### src/rtl/env_lb_pkg.sv
package env_lb_pkg;

   typedef enum logic [1:0] {
      MODE_NORMAL   = 2'b00,
      MODE_AVERAGE  = 2'b01,
      MODE_ENVELOPE = 2'b10,
      MODE_SPARE    = 2'b11
   } acq_mode_e;

   function automatic logic mode_is_env(input logic [1:0] m);
      return m == MODE_ENVELOPE;
   endfunction

endpackage

### src/rtl/env_slot_seq.sv
// Slot rotation counter and one-cycle capture stage (models the shifted latch strobe).
module env_slot_seq #(
   parameter int DATA_W    = 8,
   parameter int NUM_SLOTS = 4,
   parameter int SLOT_W    = 2
) (
   input  logic              clk,
   input  logic              rst_n,
   input  logic              restart,
   input  logic              smp_valid,
   input  logic [DATA_W-1:0] smp_data,
   input  logic [1:0]        mode,
   output logic              cap_vld,
   output logic [DATA_W-1:0] cap_data,
   output logic [SLOT_W-1:0] cap_slot,
   output logic              cap_env
);
   import env_lb_pkg::*;

   localparam logic [SLOT_W-1:0] LAST_SLOT = SLOT_W'(NUM_SLOTS - 1);

   logic [SLOT_W-1:0] slot_cnt;

   always_ff @(posedge clk) begin
      if (!rst_n) begin
         slot_cnt <= '0;
         cap_vld  <= 1'b0;
         cap_data <= '0;
         cap_slot <= '0;
         cap_env  <= 1'b0;
      end else if (restart) begin
         slot_cnt <= '0;
         cap_vld  <= 1'b0;
      end else begin
         cap_vld <= smp_valid;
         if (smp_valid) begin
            cap_data <= smp_data;
            cap_slot <= slot_cnt;
            cap_env  <= mode_is_env(mode);
            slot_cnt <= (slot_cnt == LAST_SLOT) ? '0 : slot_cnt + 1'b1;
         end
      end
   end

endmodule

### src/rtl/env_slot_latch.sv
// One holding latch with its own extreme comparator.
module env_slot_latch #(
   parameter int DATA_W = 8,
   parameter bit IS_MIN = 1'b0
) (
   input  logic              clk,
   input  logic              rst_n,
   input  logic              restart,
   input  logic              sel,
   input  logic              env,
   input  logic [DATA_W-1:0] din,
   output logic [DATA_W-1:0] held,
   output logic              wr
);
   localparam logic [DATA_W-1:0] PRELOAD = IS_MIN ? {DATA_W{1'b1}} : {DATA_W{1'b0}};

   logic beyond;

   generate
      if (IS_MIN) begin : g_min
         assign beyond = din < held;
      end else begin : g_max
         assign beyond = din > held;
      end
   endgenerate

   assign wr = sel && (!env || beyond);

   always_ff @(posedge clk) begin
      if (!rst_n)       held <= PRELOAD;
      else if (restart) held <= PRELOAD;
      else if (wr)      held <= din;
   end

endmodule

### src/rtl/env_latch_bank.sv
module env_latch_bank #(
   parameter int DATA_W = 8,
   parameter int NUM_CH = 2,
   localparam int NUM_SLOTS = 2 * NUM_CH,
   localparam int SLOT_W    = $clog2(NUM_SLOTS)
) (
   input  logic              clk,
   input  logic              rst_n,
   input  logic              smp_valid,
   input  logic [DATA_W-1:0] smp_data,
   input  logic [1:0]        mode,
   input  logic              env_restart,
   output logic              out_valid,
   output logic [DATA_W-1:0] out_data,
   output logic [SLOT_W-1:0] out_slot
);
   generate
      if (DATA_W < 2) begin : g_bad_width
         $error("env_latch_bank: DATA_W must be at least 2");
      end
      if (NUM_CH < 1 || (NUM_CH & (NUM_CH - 1)) != 0) begin : g_bad_ch
         $error("env_latch_bank: NUM_CH must be a power of two");
      end
   endgenerate

   logic              cap_vld;
   logic [DATA_W-1:0] cap_data;
   logic [SLOT_W-1:0] cap_slot;
   logic              cap_env;
   logic [DATA_W-1:0] held [NUM_SLOTS];
   logic [NUM_SLOTS-1:0] slot_wr;

   env_slot_seq #(
      .DATA_W(DATA_W), .NUM_SLOTS(NUM_SLOTS), .SLOT_W(SLOT_W)
   ) i_seq (
      .clk(clk), .rst_n(rst_n), .restart(env_restart),
      .smp_valid(smp_valid), .smp_data(smp_data), .mode(mode),
      .cap_vld(cap_vld), .cap_data(cap_data), .cap_slot(cap_slot), .cap_env(cap_env)
   );

   generate
      for (genvar s = 0; s < NUM_SLOTS; s++) begin : g_slot
         env_slot_latch #(
            .DATA_W(DATA_W), .IS_MIN(s >= NUM_CH)
         ) i_latch (
            .clk(clk), .rst_n(rst_n), .restart(env_restart),
            .sel(cap_vld && (cap_slot == SLOT_W'(s))),
            .env(cap_env), .din(cap_data),
            .held(held[s]), .wr(slot_wr[s])
         );
      end
   endgenerate

   always_ff @(posedge clk) begin
      if (!rst_n) begin
         out_valid <= 1'b0;
         out_data  <= '0;
         out_slot  <= '0;
      end else if (env_restart) begin
         out_valid <= 1'b0;
      end else begin
         out_valid <= cap_vld;
         if (cap_vld) begin
            out_slot <= cap_slot;
            out_data <= (|slot_wr) ? cap_data : held[cap_slot];
         end
      end
   end

endmodule

### config.mk
export PLATFORM = sky130hd
export DESIGN_NAME = env_latch_bank
export DESIGN_NICKNAME = d
export VERILOG_FILES = /design/src/rtl/env_lb_pkg.sv /design/src/rtl/env_slot_seq.sv /design/src/rtl/env_slot_latch.sv /design/src/rtl/env_latch_bank.sv
export SDC_FILE = /design/constraint.sdc
export NUM_CORES = 1
export LEC_CHECK = 0
export BUFFER_PORTS_ARGS = -buffer_cell sky130_fd_sc_hd__buf_2
export CORE_MARGIN = 4
export CORE_UTILIZATION = 45
export DETAILED_ROUTE_END_ITERATION = 12
export PLACE_DENSITY = 0.62
export SLEW_MARGIN = 15
export SYNTH_ARGS = -nofsm -noshare
export SYNTH_HDL_FRONTEND = slang
export SYNTH_SLANG_ARGS = --single-unit
### constraint.sdc
create_clock -name clk -period 3.7 [get_ports clk]
set_input_delay 0.185 -clock clk [delete_from_list [all_inputs] [get_ports clk]]
set_output_delay 0.185 -clock clk [all_outputs]
set_load 0.02 [all_outputs]
==> impl_metrics.toml, run 1 <==
[floorplan]
row_count = 30
die_x_um = 92.11
core-area_sq_um = 6832
start_util_pct = 46.59
die_h_um = 92.11
io_pins = 25
die-area_sq_um = 8483

[sta]
finClkSkew_ns = 0.006719
fmax_ghz = 0.3806
slew_headroom_pct = 26.41
worst_pin_slew_ns = 1.102
finalHoldViolCount = 0
finalSetupTns_ns = 0
rsz0062_at_grt = "false"
slew_violations = 0
period_minus_slack_ns = 2.627
period_share_pct = 71.00
finalSetupViolCount = 0

[pwr]
ir_drop_uv = 227.7
power_per_cell_area_nw_per_um2 = 358.3
p_leak_nw = 1.641

[global_routing]
grt_pass1_wl_mm = 13.68
grt_max_degree = 26
grt-ovfl-total = 0
antenna_found_initial = 0
grt_use_total_pct = 20.56
first_global_vias = 2623

[synth]
synthArstFlopShare_pct = 0
synth_area_sq_um = 3183
synth_ff_type = "dfxtp_1"
synth-edff-count = 0
synth_top_area_share_pct = 35.85
synth_area_leaders = "dfxtp_1 (36%), ha_1 (12%), nand2_1 (8.8%)"
ys_seq_area_share_pct = 35.85
synth_seq_cells = 57
synth_most_common_cell = "nand2_1"
synth_fp_nets = 418
synth_commonest_cells = "nand2_1 (75), dfxtp_1 (57), inv_1 (32), ha_1 (31), a21oi_1 (24)"
syn_area_per_cell_sq_um = 8.534
syn_inst = 373
synth_top_area_cell = "dfxtp_1"
yosysWarnings = 0
ys_types = 38

[drt]
vias = 2697
wl_per_cell_um = 16.56
finalWirelength_mm = 8.147
vias_per_cell = 5.482
drtAntennaViolNets = 0
drcViolationCount = 0
drtIter0Drc = 129
dr.pass1.iters = 5

[clock_tree]
clockRootBuffer = "clkbuf_8"
cts_hold_buf = 0
clk_pin_slew_ns = 0.07
clock_path_buffers = 2
htreeDepth = 3
cts_resized = 0
cts_sinks = 57
insertion_delay_ns = 0.34
cts_tree = "done"
cts_made_buffers = 9
cts_setup_buffers = 0

[status]
status = "finished, final reports clean"

[layout]
final_core_util_pct = 51.72
antenna_cells = 0
fillers = 649
syn_to_final_growth_pct = 11.01
layout-drive-gt1-share_pct = 14.14
num-nets-final = 437

[job]
cap_violations = 0

[critical_path]
worstPathMaxFanout = 10
worstSetupStartpointType = "flip-flop"
path_class = "flip-flop to flip-flop"
end_kind = "flip-flop"
cp.required_ns = 3.88
cp.arrival_ns = 2.81

[place]
gp_congestion = 0.9086
port_buffers = 24
hpwl_mm = 5.898

[hold_path]
hold_path_class = "input pin to flip-flop"
cell usage in the layout (no fill, tap or decap), drive strengths merged, types with 6 or more instances in the layout:
master	instances
mux4	8
a21boi	13
inv	33
nor2	6
buf	27
nand4	13
a21oi	24
o211ai	6
dfxtp	57
ha	31
clkbuf	13
mux2i	8
nand3	8
a31oi	10
o31ai	9
nand2	75
o21ai	20
kinds of logic after synthesis:
group / share of synthesized area (%)
buf+inv: 6.918
mux: 8.176
compound gates: 18.71
fa+ha+maj: 12.19
flops: 35.85
simple gates: 18.16
flip-flops by register name (all words and copies together), names as in the netlist:
register and flops:
g_slot.i_latch.held 32, i_seq.cap_data 8, out_data 8, i_seq.cap_slot 2, i_seq.slot_cnt 2, out_slot 2, i_seq.cap_env 1, i_seq.cap_vld 1
out_valid 1
final timing paths:
path,end,startpoint,slack [ns],cells after the start
setup reg to reg,g_slot[3].i_latch.held[7]$_SDFFE_PP1P_,i_seq.cap_data[6]$_SDFFE_PN0P_,1.07,6
hold reg to reg,out_slot[0]$_SDFFE_PN0P_,out_slot[0]$_SDFFE_PN0P_,0.47,2
hold / removal,i_seq.cap_data[3]$_SDFFE_PN0P_,smp_data[3],0.1,3
setup / recovery,g_slot[3].i_latch.held[7]$_SDFFE_PP1P_,i_seq.cap_data[6]$_SDFFE_PN0P_,1.07,6
metal layers:
layer	share of wire, %	routed length [um]	vias up	track usage (%)
met3	4.1	338	13	5.414
met1	46	3707	1270	25.93
li1	-	-	1353	-
met5	0	0	-	0
met4	2.1	171	0	7.673
met2	48	3930	61	33.64
layout make-up:
cell class | instances | area, sq um | share of cell area (%)
multi-input cells | 264 | 1824 | 51.63
flip-flops and latches | 57 | 1141 | 32.29
clock buffers | 13 | 168.9 | 4.780
repair buffers | 27 | 142.6 | 4.037
inverters | 33 | 123.9 | 3.506
well taps | 96 | 120.1 | 3.399
clock inverters | 2 | 12.51 | 0.3541
stage by stage:
| stage | total power [W] | instance area [sq um] | setup slack (ns) | hold slack, ns | std cells |
|---|---|---|---|---|---|
| final | 0.001266 | 3533 | 1.073 | 0.09681 | 492 |
| after global routing | 0.001321 | 3533 | 0.8953 | 0.08693 | 492 |
| after CTS | 0.001278 | 3531 | 1.085 | 0.08786 | 492 |
| after detailed placement | 0.0007438 | 3349 | 1.117 | 0.4494 | 477 |
| after global placement | 0.0007419 | 3349 | 1.199 | 0.4487 | 477 |
| after floorplan | 0.0007117 | 3183 | 1.685 | 0.3233 | 373 |
worst max-delay path: stages, from the launching register on:
cell	delay (ns)
dfxtp_1	0.43
ha_1	0.37
nand4_1	0.11
o31ai_1	0.37
a21boi_1	0.86
mux2i_1	0.26
nand2_1	0.08
power breakdown:
group | switching, W | internal (W)
sequential | 0.0000160 | 0.000623
combinational | 0.0000557 | 0.0000357
clock | 0.000243 | 0.000293
Power figures use the tool's default switching activity.
==> run 2, diff against run 1 <==
Clock period 3.7 ns to 2.55 ns, I/O delays scaled along.
==> impl_metrics.toml, run 2 (same netlist as run 1, synthesis figures left out) <==
[status]
status = "finished, final reports clean"

[place]
port_buffers = 24
dpl.cell_count = 495
pre_cts_slack_ns = 0.04462
hpwl_mm = 6.228
gp_congestion = 0.8375

[sta]
finalHoldViolCount = 0
rsz0062_at_grt = "false"
fmax_ghz = 0.4376
finalSetupTns_ns = 0
finalSetupViolCount = 0
finClkSkew_ns = 0.008303
worst_pin_slew_ns = 0.9025
setup_ws_ns = 0.2650
slew_headroom_pct = 39.83
period_share_pct = 89.61
period_minus_slack_ns = 2.285
slew_violations = 0

[floorplan]
die-area_sq_um = 8483
die_x_um = 92.11
die_h_um = 92.11
row_count = 30
start_util_pct = 46.59
core-area_sq_um = 6832
io_pins = 25

[global_routing]
antenna_found_initial = 0
first_global_vias = 2617
grt_max_degree = 26
grt-ovfl-total = 0
grt_pass1_wl_mm = 13.61
grt_use_total_pct = 21.15

[critical_path]
crit_buf_inv = 1
worst_path_max_delay_cell = "nand3_1"
crit_family = "compound AO/OA/AOI/OAI gates"
worstPathMaxFanout = 9
cp.arrival_ns = 2.50
worstReg2RegEnd = "out_data[6]$_SDFFE_PN0P_"
crit_path_cell_trace = "buf_4 > ha_1 > and4_1 > o21ai_0 > o211ai_1 > nand3_1 > o31ai_1 > a31oi_1"
r2r_slack_ns = 0.26
worstSetupStartpointType = "flip-flop"
cp.required_ns = 2.77
path_class = "flip-flop to flip-flop"
r2r-start = "i_seq.cap_data[5]$_SDFFE_PN0P_"
max_stage_delay_ns = 0.34
end_kind = "flip-flop"
worstRegToRegCells = 8

[drt]
vias_per_cell = 5.425
wl_per_cell_um = 16.41
finalWirelength_mm = 8.388
drtAntennaViolNets = 0
vias = 2772
drtIter0Drc = 164
dr.pass1.iters = 4
drcViolationCount = 0

[hold_path]
hp-start = "smp_data[5]"
holdPathEnd = "i_seq.cap_data[5]$_SDFFE_PN0P_"
hold_path_class = "input pin to flip-flop"
whs_path_depth = 3

[pwr]
p_int_w = 0.001509
p_switching_w = 0.0004720
power_per_cell_area_nw_per_um2 = 535.6
pwr-share-seq_pct = 46.1
p_clk_share_pct = 45.8
ir_drop_uv = 442.2
p_sw_share_pct = 23.83
power_w = 0.001981
p_leak_nw = 1.744
pwr-share-comb_pct = 8.1

[layout]
layout_common_cells = "nand2_1 (75), dfxtp_1 (57), inv_1 (32)"
fin_cells = 511
final_common_cell = "nand2_1"
layout-drive-gt1-share_pct = 18.07
largest_registers = "g_slot.i_latch.held: 32 flops, i_seq.cap_data: 8 flops, out_data: 8 flops"
largest_reg_flops = 32
final_core_util_pct = 54.14
syn_to_final_growth_pct = 16.20
num-nets-final = 455
antenna_cells = 0
largest-register = "g_slot.i_latch.held"

[clock_tree]
clockRootBuffer = "clkbuf_8"
cts_resized = 0
clk_pin_slew_ns = 0.07
cts_tree = "done"
insertion_delay_ns = 0.34
cts_setup_buffers = 0
htreeDepth = 3
cts_sinks = 57
cts_hold_buf = 0
cts_made_buffers = 9
clock_path_buffers = 2

[job]
cap_violations = 0
## run 2: cell type report
cell class,instances,area [sq um]
well taps,96,120.1
flip-flops and latches,57,1141
clock buffers,10,127.6
clock inverters,6,82.58
fillers,675,3133
repair buffers,45,277.8
inverters,33,123.9
multi-input cells,264,1826
## run 2: power groups by stage
stage                     combinational [W]  sequential [W]  clock [W]
after global placement             0.000158        0.000933          0
after floorplan                   0.0000888        0.000944          0
after detailed placement           0.000161        0.000933          0
after CTS                          0.000161        0.000913   0.000932
final                              0.000160        0.000913   0.000907
after global routing               0.000180        0.000914   0.000962
## run 2: worst max path at each step
stage	slack, ns	from	cells past startpoint	end
final	0.26	i_seq.cap_data[5]$_SDFFE_PN0P_	8	out_data[6]$_SDFFE_PN0P_
after CTS	0.02	g_slot[3].i_latch.held[7]$_SDFFE_PP1P_	7	g_slot[3].i_latch.held[4]$_SDFFE_PP1P_
after global routing	0.07	i_seq.cap_data[7]$_SDFFE_PN0P_	8	out_data[5]$_SDFFE_PN0P_
after detailed placement	0.04	g_slot[3].i_latch.held[7]$_SDFFE_PP1P_	7	g_slot[3].i_latch.held[1]$_SDFFE_PP1P_
after floorplan	0.54	i_seq.cap_data[5]$_SDFFE_PN0P_	8	g_slot[3].i_latch.held[1]$_SDFFE_PP1P_
after global placement	0.15	g_slot[3].i_latch.held[6]$_SDFFE_PP1P_	7	g_slot[3].i_latch.held[7]$_SDFFE_PP1P_
## run 2: routing by layer
layer	global-route usage, %	wire, um
met5	0	0
met4	8.911	204
met3	4.348	304
met2	35.95	4158
met1	25.90	3720
## run 2: per-stage QoR
step | area [sq um] | hold WS (ns)
after floorplan | 3183 | 0.2658
after global placement | 3485 | 0.3960
after detailed placement | 3485 | 0.4025
after CTS | 3695 | 0.03237
after global routing | 3699 | 0.04283
final | 3699 | 0.04641
## run 2: worst min-delay path, cell delays in order
cell and delay (ns):
buf_2 0.10, nand2_1 0.04, a21boi_0 0.07
==> run 3, diff against run 2 <==
Settings changed: CELL_PAD_IN_SITES_DETAIL_PLACEMENT set to 1, CELL_PAD_IN_SITES_GLOBAL_PLACEMENT set to 2, CORE_UTILIZATION 45 to 34, PLACE_DENSITY 0.62 to 0.75, SYNTH_HIERARCHICAL set to 1.
Clock period 2.55 ns to 1.9 ns, I/O delays scaled along.
==> impl_metrics.toml, run 3 <==
[status]
status = "finished with violations"
violations = "setup timing"

[critical_path]
worstSetupStartpointType = "flip-flop"
r2r_slack_ns = -0.29
worstReg2RegEnd = "out_data[7]$_SDFFE_PN0P_"
path_class = "flip-flop to flip-flop"
cp.arrival_ns = 2.42
end_kind = "flip-flop"
cp.required_ns = 2.13
r2r-start = "i_seq/cap_data[1]$_SDFFE_PN0P_"
worstRegToRegCells = 8
worstPathMaxFanout = 8

[floorplan]
die_h_um = 108.7
die-area_sq_um = 11820
die_x_um = 108.7
io_pins = 25
core-area_sq_um = 9819
row_count = 36
start_util_pct = 35.12

[place]
port_buffers = 24
hpwl_mm = 7.791
placed_area_sq_um = 4179
pre_cts_slack_ns = -0.3131
gp_congestion = 0.7877

[global_routing]
grt_use_total_pct = 19.78
grt-ovfl-total = 0
antenna_found_initial = 0
grt_max_degree = 20
first_global_vias = 3461
grt_pass1_wl_mm = 17.73

[clock_tree]
cts_sinks = 57
clockRootBuffer = "clkbuf_8"
htreeDepth = 3
cts_tree = "done"
insertion_delay_ns = 0.36
clk_pin_slew_ns = 0.07
cts_made_buffers = 9
clock_path_buffers = 2

[synth]
synth_top_family_by_area = "simple AND/OR/NAND/NOR gates"
synth_compound_area_share_pct = 11.79
synthXorXnorAreaFrac_pct = 0
synth_top_area_cell = "dfxtp_1"
synth_adder_area_share_pct = 11.25
synth_fp_nets = 431
synth_seq_cells = 57
synth_area_sq_um = 3448
ys_seq_area_share_pct = 33.09
yosysWarnings = 6
yosys.area_share.simple_pct = 19.99
synth_area_leaders = "dfxtp_1 (33%), ha_1 (11%), mux2i_1 (10%)"
synth-edff-count = 0
synth_commonest_cells = "nand2_1 (69), dfxtp_1 (57), nor2_1 (38), mux2i_1 (36), inv_1 (34)"
syn_inst = 386
muxShareOfSynthArea_pct = 16.00
ys_types = 38
synth_ff_type = "dfxtp_1"
syn_area_per_cell_sq_um = 8.933
synth_top_area_share_pct = 33.09
synthArstFlopShare_pct = 0
synth_most_common_cell = "nand2_1"

[sta]
finalSetupViolCount = 24
fmax_ghz = 0.4573
setup_ws_ns = -0.2866
finalHoldViolCount = 0
slew_headroom_pct = 54.50
finalSetupTns_ns = -3.591
period_share_pct = 115.1
worst_pin_slew_ns = 0.6825
period_minus_slack_ns = 2.187
slew_violations = 0
finClkSkew_ns = 0.01074
rsz0062_at_grt = "true"

[hold_path]
holdPathEnd = "i_seq/slot_cnt[0]$_SDFFE_PP0P_"
hold_path_class = "input pin to flip-flop"
hp-start = "smp_valid"
whs_path_depth = 3

[layout]
antenna_cells = 0
final_core_util_pct = 48.45
layout-drive-gt1-share_pct = 38.57
largest_reg_flops = 32
final_common_cell = "buf_4"
fillers = 1174
layout_common_cells = "buf_4 (66), nand2_1 (64), dfxtp_1 (48)"
num-nets-final = 530
largest_registers = "g_slot.i_latch/held: 32 flops, i_seq/cap_data: 8 flops, out_data: 8 flops"
largest-register = "g_slot.i_latch/held"
syn_to_final_growth_pct = 37.95
finish.instance_area_sq_um = 4757

[pwr]
power_w = 0.002650
p_leak_nw = 2.038
power_per_cell_area_nw_per_um2 = 557.0
ir_drop_uv = 262.9

[drt]
dr.pass1.iters = 4
vias = 3066
drcViolationCount = 0
vias_per_cell = 4.921
finalWirelength_mm = 10.55
drtIter0Drc = 102
drtAntennaViolNets = 0
wl_per_cell_um = 16.93

[job]
cap_violations = 0
## run 3: critical path: stages, from the launching register on
cell and delay [ns]:
dfxtp_4 0.38, ha_4 0.24, nor2b_4 0.12, o211ai_2 0.16, a21oi_2 0.07, o221a_1 0.31
or4_4 0.60, nand2_2 0.10, a31oi_1 0.08
## run 3: layout make-up
class | count | area [sq um] | share of cell area, %
Clock buffer | 13 | 168.9 | 3.551
Sequential cell | 57 | 1167 | 24.54
Clock inverter | 3 | 15.01 | 0.3156
Timing Repair Buffer | 109 | 849.6 | 17.86
Tap cell | 133 | 166.4 | 3.498
Multi-Input combinational cell | 274 | 2262 | 47.55
Inverter | 34 | 127.6 | 2.683
## run 3: worst max path at each step
| stage | start | depth (start not counted) | end |
|---|---|---|---|
| 2_1_floorplan | i_seq/cap_data[1]$_SDFFE_PN0P_ | 10 | out_data[2]$_SDFFE_PN0P_ |
| 6_report | i_seq/cap_data[1]$_SDFFE_PN0P_ | 8 | out_data[7]$_SDFFE_PN0P_ |
| 4_1_cts | i_seq/cap_data[1]$_SDFFE_PN0P_ | 8 | out_data[7]$_SDFFE_PN0P_ |
| 5_1_grt | i_seq/cap_data[1]$_SDFFE_PN0P_ | 8 | out_data[7]$_SDFFE_PN0P_ |
| 3_3_place_gp | g_slot[0].i_latch/held[3]$_SDFFE_PP0P_ | 8 | out_data[2]$_SDFFE_PN0P_ |
| 3_5_place_dp | i_seq/cap_data[5]$_SDFFE_PN0P_ | 7 | out_data[7]$_SDFFE_PN0P_ |
## run 3: logic make-up (layout without fill, tap and decap cells)
family                     count (synthesis)  in the layout
buffers and inverters                     55            159
and+or+nand+nor                          146            146
adders and majority gates                 31             31
DFF                                       57             57
AOI/OAI and AO/OA                         53             53
muxes                                     44             44
## run 3: metrics by stage
step,hold slack [ns],cells
5_1_grt,0.05637,623
2_1_floorplan,0.2142,386
3_3_place_gp,0.3275,592
4_1_cts,0.04413,624
3_5_place_dp,0.3324,592
6_report,0.05346,623
## run 3: what timing repair did
item	CTS	global route
gates resized for setup	38	16
hold buffers	8	0
endpoints found under the setup margin	32	34
buffers inserted	9	0
endpoints found under the hold margin	8	0
pin swaps	18	11
## run 3: power by group
| group | switching (W) | internal (W) | leakage (nW) |
|---|---|---|---|
| clock network | 0.000514 | 0.000574 | 0.0992 |
| logic | 0.000168 | 0.000157 | 1.47 |
| registers | 0.0000274 | 0.00121 | 0.467 |
| total | 0.000710 | 0.00194 | 2.04 |
## run 3: metal layers
| metal | share of wire (%) | wire, um | vias up | global-route usage [%] |
|---|---|---|---|---|
| met5 | 0 | 0 | - | 0 |
| met4 | 2.4 | 255 | 0 | 8.476 |
| met3 | 2.8 | 292 | 17 | 3.848 |
| met2 | 50 | 5233 | 46 | 34.07 |
| met1 | 45 | 4764 | 1490 | 23.99 |
| li1 | - | - | 1513 | - |
